### src/rtl/l2irq_pkg.sv
package l2irq_pkg;
    localparam int WORD_BITS = 32;
    localparam int MAX_WORDS = 4;
    localparam int SLOT_BITS = $clog2(MAX_WORDS);
    typedef logic [WORD_BITS-1:0] word_t;
    typedef logic [SLOT_BITS-1:0] slot_t;
endpackage

### src/rtl/l2irq_word.sv
module l2irq_word
    import l2irq_pkg::*;
#(
    parameter word_t FWD_INIT     = '0,
    parameter word_t WAKE_BITS    = '0,
    parameter bit    WAKE_SUPPORT = 1'b1
) (
    input  logic  clk,
    input  logic  rst,
    input  logic  wr_en,
    input  word_t wdata,
    input  logic  suspend,
    output word_t en_saved,
    output word_t en_eff
);
    word_t en_d, en_q;
    word_t wake_gate;

    always_comb begin
        en_d = en_q;
        if (wr_en) begin
            en_d = wdata;
        end
    end

    generate
        if (WAKE_SUPPORT) begin : g_wake
            assign wake_gate = {WORD_BITS{suspend}} & WAKE_BITS;
        end else begin : g_nowake
            logic unused_susp;
            assign unused_susp = suspend;
            assign wake_gate   = '0;
        end
    endgenerate

    always_ff @(posedge clk) begin
        if (rst) begin
            en_q <= FWD_INIT;
        end else begin
            en_q <= en_d;
        end
    end

    assign en_saved = en_q;
    assign en_eff   = en_q | wake_gate;
endmodule

### src/rtl/l2irq_router.sv
module l2irq_router
    import l2irq_pkg::*;
#(
    parameter int NUM_WORDS   = 2,
    parameter int NUM_PARENTS = 2,
    parameter logic [NUM_PARENTS*NUM_WORDS*WORD_BITS-1:0] ROUTE_MASK = '1
) (
    input  logic [NUM_WORDS*WORD_BITS-1:0] live,
    output logic [NUM_PARENTS-1:0]         hit
);
    genvar p;
    generate
        for (p = 0; p < NUM_PARENTS; p++) begin : g_par
            always_comb begin
                hit[p] = 1'b0;
                for (int w = 0; w < NUM_WORDS; w++) begin
                    hit[p] = hit[p] | (|(live[w*WORD_BITS +: WORD_BITS] &
                             ROUTE_MASK[(p*NUM_WORDS+w)*WORD_BITS +: WORD_BITS]));
                end
            end
        end
    endgenerate
endmodule

### src/rtl/l2irq_aggregator.sv
module l2irq_aggregator
    import l2irq_pkg::*;
#(
    parameter int NUM_WORDS   = 2,
    parameter int NUM_PARENTS = 2,
    parameter logic [NUM_WORDS*WORD_BITS-1:0] FWD_MASK  = '0,
    parameter logic [NUM_WORDS*WORD_BITS-1:0] WAKE_MASK = '0,
    parameter bit   WAKE_SUPPORT = 1'b1,
    parameter logic [NUM_PARENTS*NUM_WORDS*WORD_BITS-1:0] ROUTE_MASK = '1
) (
    input  logic                          clk,
    input  logic                          rst,
    input  logic [NUM_WORDS*WORD_BITS-1:0] src,
    input  logic                          suspend,
    input  logic                          bus_wr,
    input  logic                          bus_rd,
    input  logic [SLOT_BITS+2:2]          bus_addr,
    input  logic [WORD_BITS-1:0]          bus_wdata,
    output logic [WORD_BITS-1:0]          bus_rdata,
    output logic [NUM_PARENTS-1:0]        parent_irq
);
    localparam int TOTAL_BITS = NUM_WORDS * WORD_BITS;

    typedef struct packed {
        logic [NUM_PARENTS-1:0] irq;
        word_t                  rdata;
    } state_t;

    state_t state_d, state_q;
    slot_t  slot;
    logic   sel_status;
    logic [NUM_WORDS-1:0]   word_wr;
    logic [TOTAL_BITS-1:0]  en_saved, en_eff, live;
    logic [NUM_PARENTS-1:0] hit;
    word_t  rd_word;

    assign slot       = bus_addr[SLOT_BITS+2:3];
    assign sel_status = bus_addr[2];

    genvar w;
    generate
        for (w = 0; w < NUM_WORDS; w++) begin : g_word
            assign word_wr[w] = bus_wr && !sel_status && (slot == slot_t'(w));
            l2irq_word #(
                .FWD_INIT    (FWD_MASK[w*WORD_BITS +: WORD_BITS]),
                .WAKE_BITS   (WAKE_MASK[w*WORD_BITS +: WORD_BITS]),
                .WAKE_SUPPORT(WAKE_SUPPORT)
            ) word_i (
                .clk     (clk),
                .rst     (rst),
                .wr_en   (word_wr[w]),
                .wdata   (bus_wdata),
                .suspend (suspend),
                .en_saved(en_saved[w*WORD_BITS +: WORD_BITS]),
                .en_eff  (en_eff[w*WORD_BITS +: WORD_BITS])
            );
        end
    endgenerate

    assign live = src & en_eff;

    l2irq_router #(
        .NUM_WORDS  (NUM_WORDS),
        .NUM_PARENTS(NUM_PARENTS),
        .ROUTE_MASK (ROUTE_MASK)
    ) router_i (
        .live(live),
        .hit (hit)
    );

    always_comb begin
        rd_word = '0;
        for (int i = 0; i < NUM_WORDS; i++) begin
            if (slot == slot_t'(i)) begin
                rd_word = sel_status ? src[i*WORD_BITS +: WORD_BITS]
                                     : en_saved[i*WORD_BITS +: WORD_BITS];
            end
        end
    end

    always_comb begin
        state_d     = state_q;
        state_d.irq = hit;
        if (bus_rd) begin
            state_d.rdata = rd_word;
        end
    end

    always_ff @(posedge clk) begin
        if (rst) begin
            state_q <= '0;
        end else begin
            state_q <= state_d;
        end
    end

    assign parent_irq = state_q.irq;
    assign bus_rdata  = state_q.rdata;
endmodule

### config.mk
export PLATFORM = sky130hd
export DESIGN_NAME = l2irq_aggregator
export DESIGN_NICKNAME = d
export VERILOG_FILES = /design/src/rtl/l2irq_pkg.sv /design/src/rtl/l2irq_word.sv /design/src/rtl/l2irq_router.sv /design/src/rtl/l2irq_aggregator.sv
export SDC_FILE = /design/constraint.sdc
export NUM_CORES = 1
export LEC_CHECK = 0
export CAP_MARGIN = 20
export CORE_MARGIN = 2
export CORE_UTILIZATION = 48
export CTS_CLUSTER_DIAMETER = 50
export DETAILED_ROUTE_END_ITERATION = 10
export PLACE_DENSITY = 0.85
export SLEW_MARGIN = 20
export SYNTH_ARGS = -nofsm -noshare
export SYNTH_HDL_FRONTEND = slang
export SYNTH_SLANG_ARGS = --single-unit
### constraint.sdc
create_clock -name clk -period 2 [get_ports clk]
set_input_delay 0.6 -clock clk [delete_from_list [all_inputs] [get_ports clk]]
set_output_delay 0.6 -clock clk [all_outputs]
set_load 0.005 [all_outputs]
==> flow_summary.yaml <==
status:
  status: "finished clean"
yosys:
  ys_top_cells_by_area: "dfxtp_1 (41%), mux4_2 (14%), nand2_1 (10%)"
  synthesis.instances: 505
  seq_area_frac_synth_pct: 41.0
  synth.net_count: 609
  synth_cell_type_count: 26
  synth_area_mm2: 0.00474
  synth-edff-count: 0
  yosys-top-cells-count: "nand2_1 (129), dfxtp_1 (97), a21oi_1 (87)"
  ffs_latches_synth: 97
  synth_flop_cell: "dfxtp_1"
  netlist.top_cell.by_area: "dfxtp_1"
  synth_top_area_share_pct: 41.0
  synth_most_common_cell: "nand2_1"
  ys_warn_count: 0
  syn-mean-instance-area_um2: 9.38
  synth_async_sr_flop_share_pct: 0
floorplan:
  die-height_um: 103
  design.die.area_mm2: 0.0107
  start_util_pct: 48.9
  dieWidth_um: 103
  rows: 36
  design.portCount: 138
  core_area_mm2: 0.00968
global_route:
  overflow: 0
  grt_first_pass_wirelength_um: 22500
  grt_usage_pct: 28.1
  grt_max_degree: 98
  grt_pass1_vias: 4297
  initial_antenna_violation_count: 0
place:
  dp_worst_slack_ps: -378
  port_buffers: 136
  dpl.hpwl_um: 11200
  instance_area_at_placement_mm2: 0.00609
  routabilityCongestion: 0.958
finish:
  filler_cell_count: 745
  drive_gt1_share_pct: 13.0
  final_standard_cell_area_without_fillers_mm2: 0.00629
  area.sequential_mm2: 0.00194
  antenna_cells_inserted: 0
  final_net_count: 731
  multi_input_area_mm2: 0.00244
  areaGrowthSynthToFinish_pct: 32.8
clock_tree:
  tritoncts: "yes"
  post_cts_hold_buffer_count: 0
  htree_num_levels: 3
  cts.path.max_buffers: 2
  tritoncts_sink_count: 97
  cts.clk_slew.worst_paths_ps: 90
  number_of_gates_resized_after_cts: 0
  clk_latency_worst_skew_pair_ps: 360
  post_cts.repair.setup_buffers: 0
  clock_tree.root_cell: "clkbuf_8"
  numCtsBuffers: 9
sta:
  final-max-slew-violation-count: 0
  slew-limit-headroom_pct: 54.3
  setup_ws_ps: 100
  finalWorstPathRequiredPeriod_ps: 1900
  timing.final.crit_share_pct: 95.0
  fmaxAchievable_mhz: 526
  worst_clk_skew_ps: 7.51
  timing.final.hold_violations: 0
  worst_slew_pin_slew_ps: 684
  setup_violations: 0
  grt_setup_unrepaired: "false"
worst_setup_path:
  critPathArrivalTime_ps: 2140
  ff2ff_path_depth: 5
  r2r_start: "g_word[0].word_i.en_eff[21]"
  crit_path_start_kind: "primary input"
  crit_fanout: 32
  worst-setup-path-type: "primary input to flop"
  timing.critical_path.to_type: "flop"
  worst_ep_required_time_ps: 2240
  reg2reg_slack_ps: 580
  timing.rr.end: "parent_irq[0]"
route:
  drcViolationCount: 0
  drtAntennaViolNets: 0
  post_drt_wl_per_cell_um: 19.8
  drt-pass1-iter-count: 5
  route.detailed.vias_per_inst: 5.92
  initialDrtViolationCount: 516
  dr_total_vias: 4522
  routed_wirelength_um: 15100
power_and_ir_drop:
  p_sw_mw: 1.01
  clockPowerShare_pct: 33.0
  cellPowerDensity_mw_per_mm2: 639
  power.share.sequential_pct: 50.1
  share_comb_of_total_power_pct: 16.9
  peakVddDrop_v: 0.000305
  power_switching_share_pct: 25.2
  p_int_mw: 3.01
  power.leakage_nw: 2.18
worst_hold_path:
  worst_hold_launch: "g_word[0].word_i.en_eff[17]"
  holdPathEnd: "g_word[0].word_i.en_eff[17]"
  hold_depth: 2
  worst_hold_path_type: "flop to flop"
flow_run:
  drv.max_cap_violation_count: 0
[sequential cells by signal, summed over array words and instances (netlist names)]
name                  count
bus_rdata                32
g_word.word_i.en_eff     64
parent_irq                1
[power by group through the flow]
stage | registers (mW) | logic, mW | clock network, mW
2_1_floorplan | 2.05 | 0.312 | 0
3_3_place_gp | 2.06 | 0.648 | 0
3_5_place_dp | 2.06 | 0.661 | 0
4_1_cts | 2.01 | 0.664 | 1.32
5_1_grt | 2.02 | 0.713 | 1.38
6_report | 2.01 | 0.678 | 1.33
[metrics by stage]
stage | TNS, ps | power [mW] | std cells | utilization (%) | hold slack [ps]
after floorplan | 0 | 2.36 | 505 | - | 444
after global placement | -16430 | 2.70 | 749 | 62.9 | 453
after detailed placement | -22050 | 2.72 | 749 | 62.9 | 462
after CTS | 0 | 4.00 | 764 | 64.9 | 475
after global routing | 0 | 4.11 | 764 | 65.0 | 497
final | 0 | 4.02 | 764 | 65.0 | 479
[kinds of logic after synthesis]
kind of cell | count (synthesis) | share of synthesized area, %
AOI/OAI and AO/OA | 129 | 16.6
buffers and inverters | 41 | 7.74
DFF | 97 | 41.0
muxes | 32 | 15.4
and+or+nand+nor | 206 | 19.3
[critical path, cell delays in order]
cell and delay, ps:
clkdlybuf4s50_1 510, nor3b_4 330, or2b_4 480, nand2_1 130
a21oi_1 80
[how the worst max path moves through the flow]
| stage | to | from | cells past startpoint | slack, ps |
|---|---|---|---|---|
| floorplan | bus_rdata[10] | bus_addr[2] | 5 | 330 |
| global placement | bus_rdata[16] | bus_rd | 4 | -340 |
| detailed placement | bus_rdata[8] | bus_addr[4] | 4 | -380 |
| CTS | bus_rdata[17] | bus_addr[4] | 4 | 4 |
| global route | g_word[1].word_i.en_eff[10] | bus_addr[4] | 6 | 40 |
| finish | g_word[0].word_i.en_eff[28] | bus_addr[4] | 5 | 100 |
[final cells by class]
cell class | instances | share of cell area, %
timing repair buffer | 152 | 24.6
clock inverter | 4 | 0.815
sequential | 97 | 30.8
multi-input combinational | 367 | 38.7
tap | 133 | 2.64
clock buffer | 11 | 2.41
[cell usage in the layout, fill, tap and decap left out]
master,n
nor3b_4,1
and2b_1,1
nor2b_4,1
mux4_2,30
or2b_4,1
buf_12,6
inv_6,1
and2b_2,6
bufinv_16,1
nand3_1,1
a221oi_1,9
nor2b_1,26
and2_1,1
a21oi_2,10
clkdlybuf4s50_1,134
nor3_1,2
clkbuf_8,11
a21oi_1,87
a22oi_1,14
buf_4,10
buf_2,2
nor2_1,32
clkinv_2,1
dfxtp_1,97
nand2_1,129
mux4_1,2
a22o_1,9
clkinvlp_4,1
nand4_1,5
[routing by layer]
metal  global-route usage [%]  vias up  routed length, um
met2                     46.3      317               7250
met1                     36.5     2119               5590
li1                         -     2017                  -
met5                        0        -                  0
met4                     11.9        0                795
met3                     5.31       69               1470
Note: power is estimated with default switching activity, not from simulation.
